File: src/rtl/sdh_irq_pkg.sv
// Package: shared widths, bit positions and register offsets for the SD host
// interrupt unit. Assumes byte-addressed 32-bit registers.
package sdh_irq_pkg;
    localparam int REG_W = 32;
    localparam int ADDR_W = 8;

    // raw status bit positions (decoded by software, so fixed)
    localparam int B_NO_RESP  = 1;
    localparam int B_CMD_DONE = 2;
    localparam int B_DATA_DONE = 3;
    localparam int B_ACMD_DONE = 14;
    localparam int B_SDIO     = 16;
    localparam int B_CARD_IN  = 30;
    localparam int B_CARD_OUT = 31;

    localparam int GC_IRQ_EN   = 4;
    localparam int GC_SELF_CLR = 3;   // number of self-clearing low bits
    localparam int ST_PRESENT  = 8;

    localparam logic [REG_W-1:0] GCTL_RST = 32'h0000_0300;
    localparam logic [REG_W-1:0] BCNT_RST = 32'h0000_0200;

    localparam logic [ADDR_W-1:0] OFS_GCTL   = 8'h00;
    localparam logic [ADDR_W-1:0] OFS_BCNT   = 8'h04;
    localparam logic [ADDR_W-1:0] OFS_MASK   = 8'h08;
    localparam logic [ADDR_W-1:0] OFS_MASKED = 8'h0C;
    localparam logic [ADDR_W-1:0] OFS_RAW    = 8'h10;
    localparam logic [ADDR_W-1:0] OFS_STATUS = 8'h14;

    // set of raw status bits that exist
    function automatic logic [REG_W-1:0] impl_mask();
        logic [REG_W-1:0] m;
        m = '0;
        m[B_NO_RESP] = 1'b1;
        m[B_CMD_DONE] = 1'b1;
        m[B_DATA_DONE] = 1'b1;
        m[B_ACMD_DONE] = 1'b1;
        m[B_SDIO] = 1'b1;
        m[B_CARD_IN] = 1'b1;
        m[B_CARD_OUT] = 1'b1;
        return m;
    endfunction
endpackage

File: src/rtl/sdh_irq_ctrl_regs.sv
// Module: software control registers (global control, mask, byte count).
// Assumes one write per cycle. The low self-clearing global-control bits are
// never stored.
module sdh_irq_ctrl_regs
    import sdh_irq_pkg::*;
#(
    parameter int W = REG_W
) (
    input  logic         clk,
    input  logic         rst_n,
    input  logic         gctl_we,
    input  logic         mask_we,
    input  logic         bcnt_we,
    input  logic [W-1:0] wdata,
    output logic [W-1:0] gctl_q,
    output logic [W-1:0] mask_q,
    output logic [W-1:0] bcnt_q
);
    localparam logic [W-1:0] SELF_CLR_BITS = W'((1 << GC_SELF_CLR) - 1);

    // register updates for the three control words
    always_ff @(posedge clk) begin
        if (!rst_n) begin
            gctl_q <= W'(GCTL_RST);
            mask_q <= '0;
            bcnt_q <= W'(BCNT_RST);
        end else begin
            if (gctl_we) gctl_q <= wdata & ~SELF_CLR_BITS;
            if (mask_we) mask_q <= wdata;
            if (bcnt_we) bcnt_q <= wdata;
        end
    end
endmodule

File: src/rtl/sdh_irq_xfer_cnt.sv
// Module: remaining-byte counter for FIFO transfers. A load has precedence
// over a step. A step at or below STEP saturates at zero and flags completion.
module sdh_irq_xfer_cnt #(
    parameter int CNT_W = 32,
    parameter int STEP  = 4
) (
    input  logic             clk,
    input  logic             rst_n,
    input  logic             load,
    input  logic [CNT_W-1:0] load_val,
    input  logic             step,
    output logic [CNT_W-1:0] cnt_q,
    output logic             reach_zero
);
    localparam logic [CNT_W-1:0] STEP_V = CNT_W'(STEP);

    // completion flag: a step that ends at zero
    always_comb reach_zero = step && !load && (cnt_q <= STEP_V);

    // counter update with saturation
    always_ff @(posedge clk) begin
        if (!rst_n)          cnt_q <= '0;
        else if (load)       cnt_q <= load_val;
        else if (step)       cnt_q <= (cnt_q > STEP_V) ? cnt_q - STEP_V : '0;
    end
endmodule

File: src/rtl/sdh_irq_raw_status.sv
// Module: sticky raw interrupt status and card-present flag. Event sets win
// over same-cycle clears. Card insert wins over card remove. Bits outside
// the implemented set are held at zero.
module sdh_irq_raw_status
    import sdh_irq_pkg::*;
#(
    parameter int W = REG_W
) (
    input  logic         clk,
    input  logic         rst_n,
    input  logic [W-1:0] set_vec,
    input  logic [W-1:0] clr_vec,
    input  logic         card_in,
    input  logic         card_out,
    output logic [W-1:0] raw_q,
    output logic         present_q
);
    localparam logic [W-1:0] IMPL = W'(impl_mask());

    logic [W-1:0] raw_nxt;

    // next raw word: clear first, then events, then card pair
    always_comb begin
        raw_nxt = (raw_q & ~clr_vec) | set_vec;
        if (card_in) begin
            raw_nxt[B_CARD_IN]  = 1'b1;
            raw_nxt[B_CARD_OUT] = 1'b0;
        end else if (card_out) begin
            raw_nxt[B_CARD_IN]  = 1'b0;
            raw_nxt[B_CARD_OUT] = 1'b1;
        end
        raw_nxt = raw_nxt & IMPL;
    end

    // state registers
    always_ff @(posedge clk) begin
        if (!rst_n) begin
            raw_q     <= '0;
            present_q <= 1'b1;
        end else begin
            raw_q <= raw_nxt;
            if (card_in)       present_q <= 1'b1;
            else if (card_out) present_q <= 1'b0;
        end
    end
endmodule

File: src/rtl/sdh_irq_out.sv
// Module: registered interrupt line. Assumes its inputs come straight from
// registers, so the line lags them by exactly one cycle.
module sdh_irq_out #(
    parameter int W = 32
) (
    input  logic         clk,
    input  logic         rst_n,
    input  logic         enable,
    input  logic [W-1:0] raw,
    input  logic [W-1:0] mask,
    output logic         irq
);
    // masked-or reduction into the output flop
    always_ff @(posedge clk) begin
        if (!rst_n) irq <= 1'b0;
        else        irq <= enable && |(raw & mask);
    end
endmodule

File: src/rtl/sdh_irq_unit.sv
// Module: top of the SD host interrupt status and mask unit. Decodes the
// register port, packs event strobes and drives the interrupt line.
// Assumes strobes are one cycle wide and the port does single-cycle writes.
module sdh_irq_unit
    import sdh_irq_pkg::*;
(
    input  logic              clk,
    input  logic              rst_n,
    input  logic              reg_wr_en,
    input  logic [ADDR_W-1:0] reg_addr,
    input  logic [REG_W-1:0]  reg_wdata,
    output logic [REG_W-1:0]  reg_rdata,
    input  logic              fifo_access,
    input  logic              ev_cmd_done,
    input  logic              ev_no_resp,
    input  logic              ev_data_done,
    input  logic              ev_autocmd_done,
    input  logic              ev_sdio,
    input  logic              ev_card_insert,
    input  logic              ev_card_remove,
    output logic              irq
);
    logic [REG_W-1:0] gctl_q, mask_q, bcnt_q, raw_q, cnt_q;
    logic [REG_W-1:0] set_vec, clr_vec;
    logic             present_q, cnt_zero;
    logic             gctl_we, mask_we, bcnt_we;

    // write decode
    always_comb begin
        gctl_we = reg_wr_en && (reg_addr == OFS_GCTL);
        mask_we = reg_wr_en && (reg_addr == OFS_MASK);
        bcnt_we = reg_wr_en && (reg_addr == OFS_BCNT);
        clr_vec = (reg_wr_en && (reg_addr == OFS_RAW || reg_addr == OFS_MASKED))
                  ? reg_wdata : '0;
    end

    // event packing into raw bit positions
    always_comb begin
        set_vec = '0;
        set_vec[B_NO_RESP]   = ev_no_resp;
        set_vec[B_CMD_DONE]  = ev_cmd_done;
        set_vec[B_DATA_DONE] = ev_data_done | cnt_zero;
        set_vec[B_ACMD_DONE] = ev_autocmd_done;
        set_vec[B_SDIO]      = ev_sdio;
    end

    sdh_irq_ctrl_regs #(.W(REG_W)) u_ctrl (
        .clk(clk), .rst_n(rst_n), .gctl_we(gctl_we), .mask_we(mask_we),
        .bcnt_we(bcnt_we), .wdata(reg_wdata), .gctl_q(gctl_q),
        .mask_q(mask_q), .bcnt_q(bcnt_q)
    );

    sdh_irq_xfer_cnt #(.CNT_W(REG_W), .STEP(4)) u_cnt (
        .clk(clk), .rst_n(rst_n), .load(bcnt_we), .load_val(reg_wdata),
        .step(fifo_access), .cnt_q(cnt_q), .reach_zero(cnt_zero)
    );

    sdh_irq_raw_status #(.W(REG_W)) u_raw (
        .clk(clk), .rst_n(rst_n), .set_vec(set_vec), .clr_vec(clr_vec),
        .card_in(ev_card_insert), .card_out(ev_card_remove),
        .raw_q(raw_q), .present_q(present_q)
    );

    sdh_irq_out #(.W(REG_W)) u_out (
        .clk(clk), .rst_n(rst_n), .enable(gctl_q[GC_IRQ_EN]),
        .raw(raw_q), .mask(mask_q), .irq(irq)
    );

    // read mux
    always_comb begin
        reg_rdata = '0;
        case (reg_addr)
            OFS_GCTL:   reg_rdata = gctl_q;
            OFS_BCNT:   reg_rdata = bcnt_q;
            OFS_MASK:   reg_rdata = mask_q;
            OFS_MASKED: reg_rdata = raw_q & mask_q;
            OFS_RAW:    reg_rdata = raw_q;
            OFS_STATUS: reg_rdata[ST_PRESENT] = present_q;
            default:    reg_rdata = '0;
        endcase
    end
endmodule

File: config.mk
export PLATFORM = sky130hd
export DESIGN_NAME = sdh_irq_unit
export DESIGN_NICKNAME = d
export VERILOG_FILES = /design/src/rtl/sdh_irq_pkg.sv /design/src/rtl/sdh_irq_ctrl_regs.sv /design/src/rtl/sdh_irq_xfer_cnt.sv /design/src/rtl/sdh_irq_raw_status.sv /design/src/rtl/sdh_irq_out.sv /design/src/rtl/sdh_irq_unit.sv
export SDC_FILE = /design/constraint.sdc
export NUM_CORES = 1
export LEC_CHECK = 0
export ABC_AREA = 1
export BUFFER_PORTS_ARGS = -buffer_cell sky130_fd_sc_hd__buf_2
export CAP_MARGIN = 20
export CORE_MARGIN = 10
export CORE_UTILIZATION = 30
export DETAILED_ROUTE_END_ITERATION = 6
export GPL_ROUTABILITY_DRIVEN = 0
export MAX_ROUTING_LAYER = met4
export PLACE_DENSITY = 0.54
export SLEW_MARGIN = 25
export SYNTH_ARGS = -nofsm -noshare
export SYNTH_HDL_FRONTEND = slang
export SYNTH_HIERARCHICAL = 1
export SYNTH_SLANG_ARGS = --single-unit
File: constraint.sdc
create_clock -name clk -period 1.9 [get_ports clk]
set_clock_uncertainty 0.2 [all_clocks]
set_input_delay 0.095 -clock clk [delete_from_list [all_inputs] [get_ports clk]]
set_output_delay 0.095 -clock clk [all_outputs]
set_load 0.01 [all_outputs]
==> run_results.csv <==
group,metric,value,unit
power_and_ir_drop,power_leakage,4.90,nW
grt,grt_overflow_total,0,
layout,stdcell_count,1943,
place,placed_cells,1858,
critical_path,r2r_cells,10,
route,routedWlPerCell,14.1,um
critical_path,r2r_setup_slack,0.09,ns
cts,cts_tree,"done",
route,drt_iter0_markers,572,
status,status,"finished, final reports clean",
cts,clockRootBuffer,"clkbuf_16",
critical_path,crit_arrival,1.90,ns
power_and_ir_drop,total_power,9.46,mW
route,drcViolationCount,0,
layout,syn_to_final_growth,24.0,%
cts,clk_pin_slew,0.06,ns
power_and_ir_drop,ir_worst_vdd,0.000669,V
timing,tns,0,ns
critical_path,cp-startpoint,"u_cnt/cnt_q[3]",
place,port-buffer-count,83,
critical_path,cp-end-kind,"register",
route,via_per_inst,4.46,
floorplanning,start_util,30.4,%
timing,fin_crit,1.81,ns
timing,fmax,552,MHz
floorplanning,fp-row-count,61,
floorplanning,die_h,188,um
critical_path,crit_end,"u_cnt/cnt_q[4]",
place,post-dp-hpwl,19.5,mm
grt,antenna_found_initial,0,
critical_path,critPathMaxFanout,6,
route,firstDrtPassIters,5,
critical_path,r2r_end,"u_cnt/cnt_q[4]",
route,antenna_left,0,
cts,clk-insertion-delay-late,0.42,ns
cts,cts_buffer_depth,2,
timing,hold_viol_final,0,
logic_synthesis,postSynthCellCount,1417,
cts,numClockSinks,134,
timing,post-route-period-util,95.3,%
layout,num_antenna_cells,0,
cts,cts_buffers,17,
layout,final_util,37.7,%
timing,setup_violations,0,
floorplanning,io_pins,84,
layout,final_area,10500,sq um
grt,grt_max_degree,41,
critical_path,r2r-start,"u_cnt/cnt_q[3]",
grt,grt_pass1_wl,43.6,mm
worst_hold_path,hold_class,"input port to register",
logic_synthesis,syn_area,8470,sq um
critical_path,worst_setup_path_start_kind,"register",
critical_path,critPathKind,"register to register",
power_and_ir_drop,power_density,901,nW/um^2
cts,htreeDepth,4,
timing,holdWs,0.215,ns
grt,grt_pass1_vias,8008,
logic_synthesis,avgSynthCellArea,5.98,sq um
flow_run,max_cap_violations,0,
layout,nets,1605,
floorplanning,die_x,188,um
layout,num-fill-cells,3110,
route,wirelength,27.4,mm
timing,slew_viol_final,0,
critical_path,worstPathRequired,1.99,ns
place,dp_slack,0.0101,ns
place,postPlaceCellArea,9340,sq um
floorplanning,die_area,35400,sq um
logic_synthesis,yosys_warnings,6,
route,num_vias,8672,
grt,grt.total_usage,15.7,%
timing,timing.final.ws_setup,0.0889,ns
layout,drive_above_1_share,15.5,%
floorplanning,core,27900,sq um
## layout make-up
type                            instances  area (sq um)  area share [%]
Timing Repair Buffer                  180          1420            13.5
Clock buffer                           20           467            4.44
Inverter                              156           588            5.60
Tap cell                              378           473            4.50
Clock inverter                         12           128            1.22
Multi-Input combinational cell       1063          4750            45.2
Sequential cell                       134          2680            25.5
## how the worst min path moves through the flow
stage / startpoint / endpoint / slack (ns) / cells after the start
floorplan: rst_n / u_raw/present_q / -0.02 / 1
global placement: ev_no_resp / u_raw/raw_q[1] / 0.11 / 3
detailed placement: ev_no_resp / u_raw/raw_q[1] / 0.11 / 3
CTS: reg_wr_en / u_ctrl/gctl_q[31] / 0.19 / 7
global route: reg_wr_en / u_ctrl/mask_q[20] / 0.25 / 7
finish: reg_wr_en / u_ctrl/gctl_q[31] / 0.21 / 7
## registers in the layout (all words and copies together) (netlist names)
| name | count |
|---|---|
| u_ctrl/mask_q | 32 |
| u_ctrl/bcnt_q | 32 |
| u_ctrl/gctl_q | 29 |
| u_raw/raw_q | 7 |
| u_out/irq | 1 |
| u_raw/present_q | 1 |
| u_cnt/cnt_q | 32 |
## power breakdown
part | total [mW] | internal [mW] | switching (mW)
clock network | 3.32 | 2.03 | 1.30
registers | 3.10 | 2.95 | 0.154
logic | 3.03 | 1.16 | 1.87
## what timing repair did
item,4_1_cts,5_1_grt
hold endpoints to repair,133,0
setup endpoints to repair,1,25
hold buffers,48,0
gates resized for setup,1,15
pin swaps,0,1
gates cloned,0,1
buffers inserted,0,4
## placed cells by master, fill, tap and decap left out, types with 3 or more instances in the layout
cell type	instances
nand3_1	104
nor2_2	24
clkinvlp_4	4
nand3_2	8
buf_4	36
a22oi_1	25
nand2_4	4
dlygate4sd3_1	48
clkbuf_16	17
inv_1	145
o21ai_0	13
conb_1	30
clkinv_2	4
a21oi_1	39
nand2_2	9
dfxtp_1	134
clkbuf_8	3
nand4_1	11
xnor2_1	7
o21ai_1	16
nor2_1	299
nor2_4	12
buf_2	83
xor2_1	5
nand2_1	439
buf_12	12
inv_2	10
## critical path, stage by stage (launching register included)
cell     delay (ns)
dfxtp_1        0.31
inv_1          0.11
ha_2           0.21
inv_1          0.05
buf_4          0.13
nor2_2         0.12
nand2_1        0.11
nand2_1        0.10
nand4_2        0.16
nand3_1        0.12
a21oi_1        0.07
## metal layers
layer | part of all wire (%) | vias up | global-route usage, %
li1 | - | 4554 | -
met1 | 50 | 3882 | 21.4
met2 | 44 | 212 | 23.5
met3 | 5.1 | 24 | 2.71
met4 | 1.2 | 0 | 3.94
met5 | 0 | - | -
No activity file was read; power rests on OpenSTA's default activity.
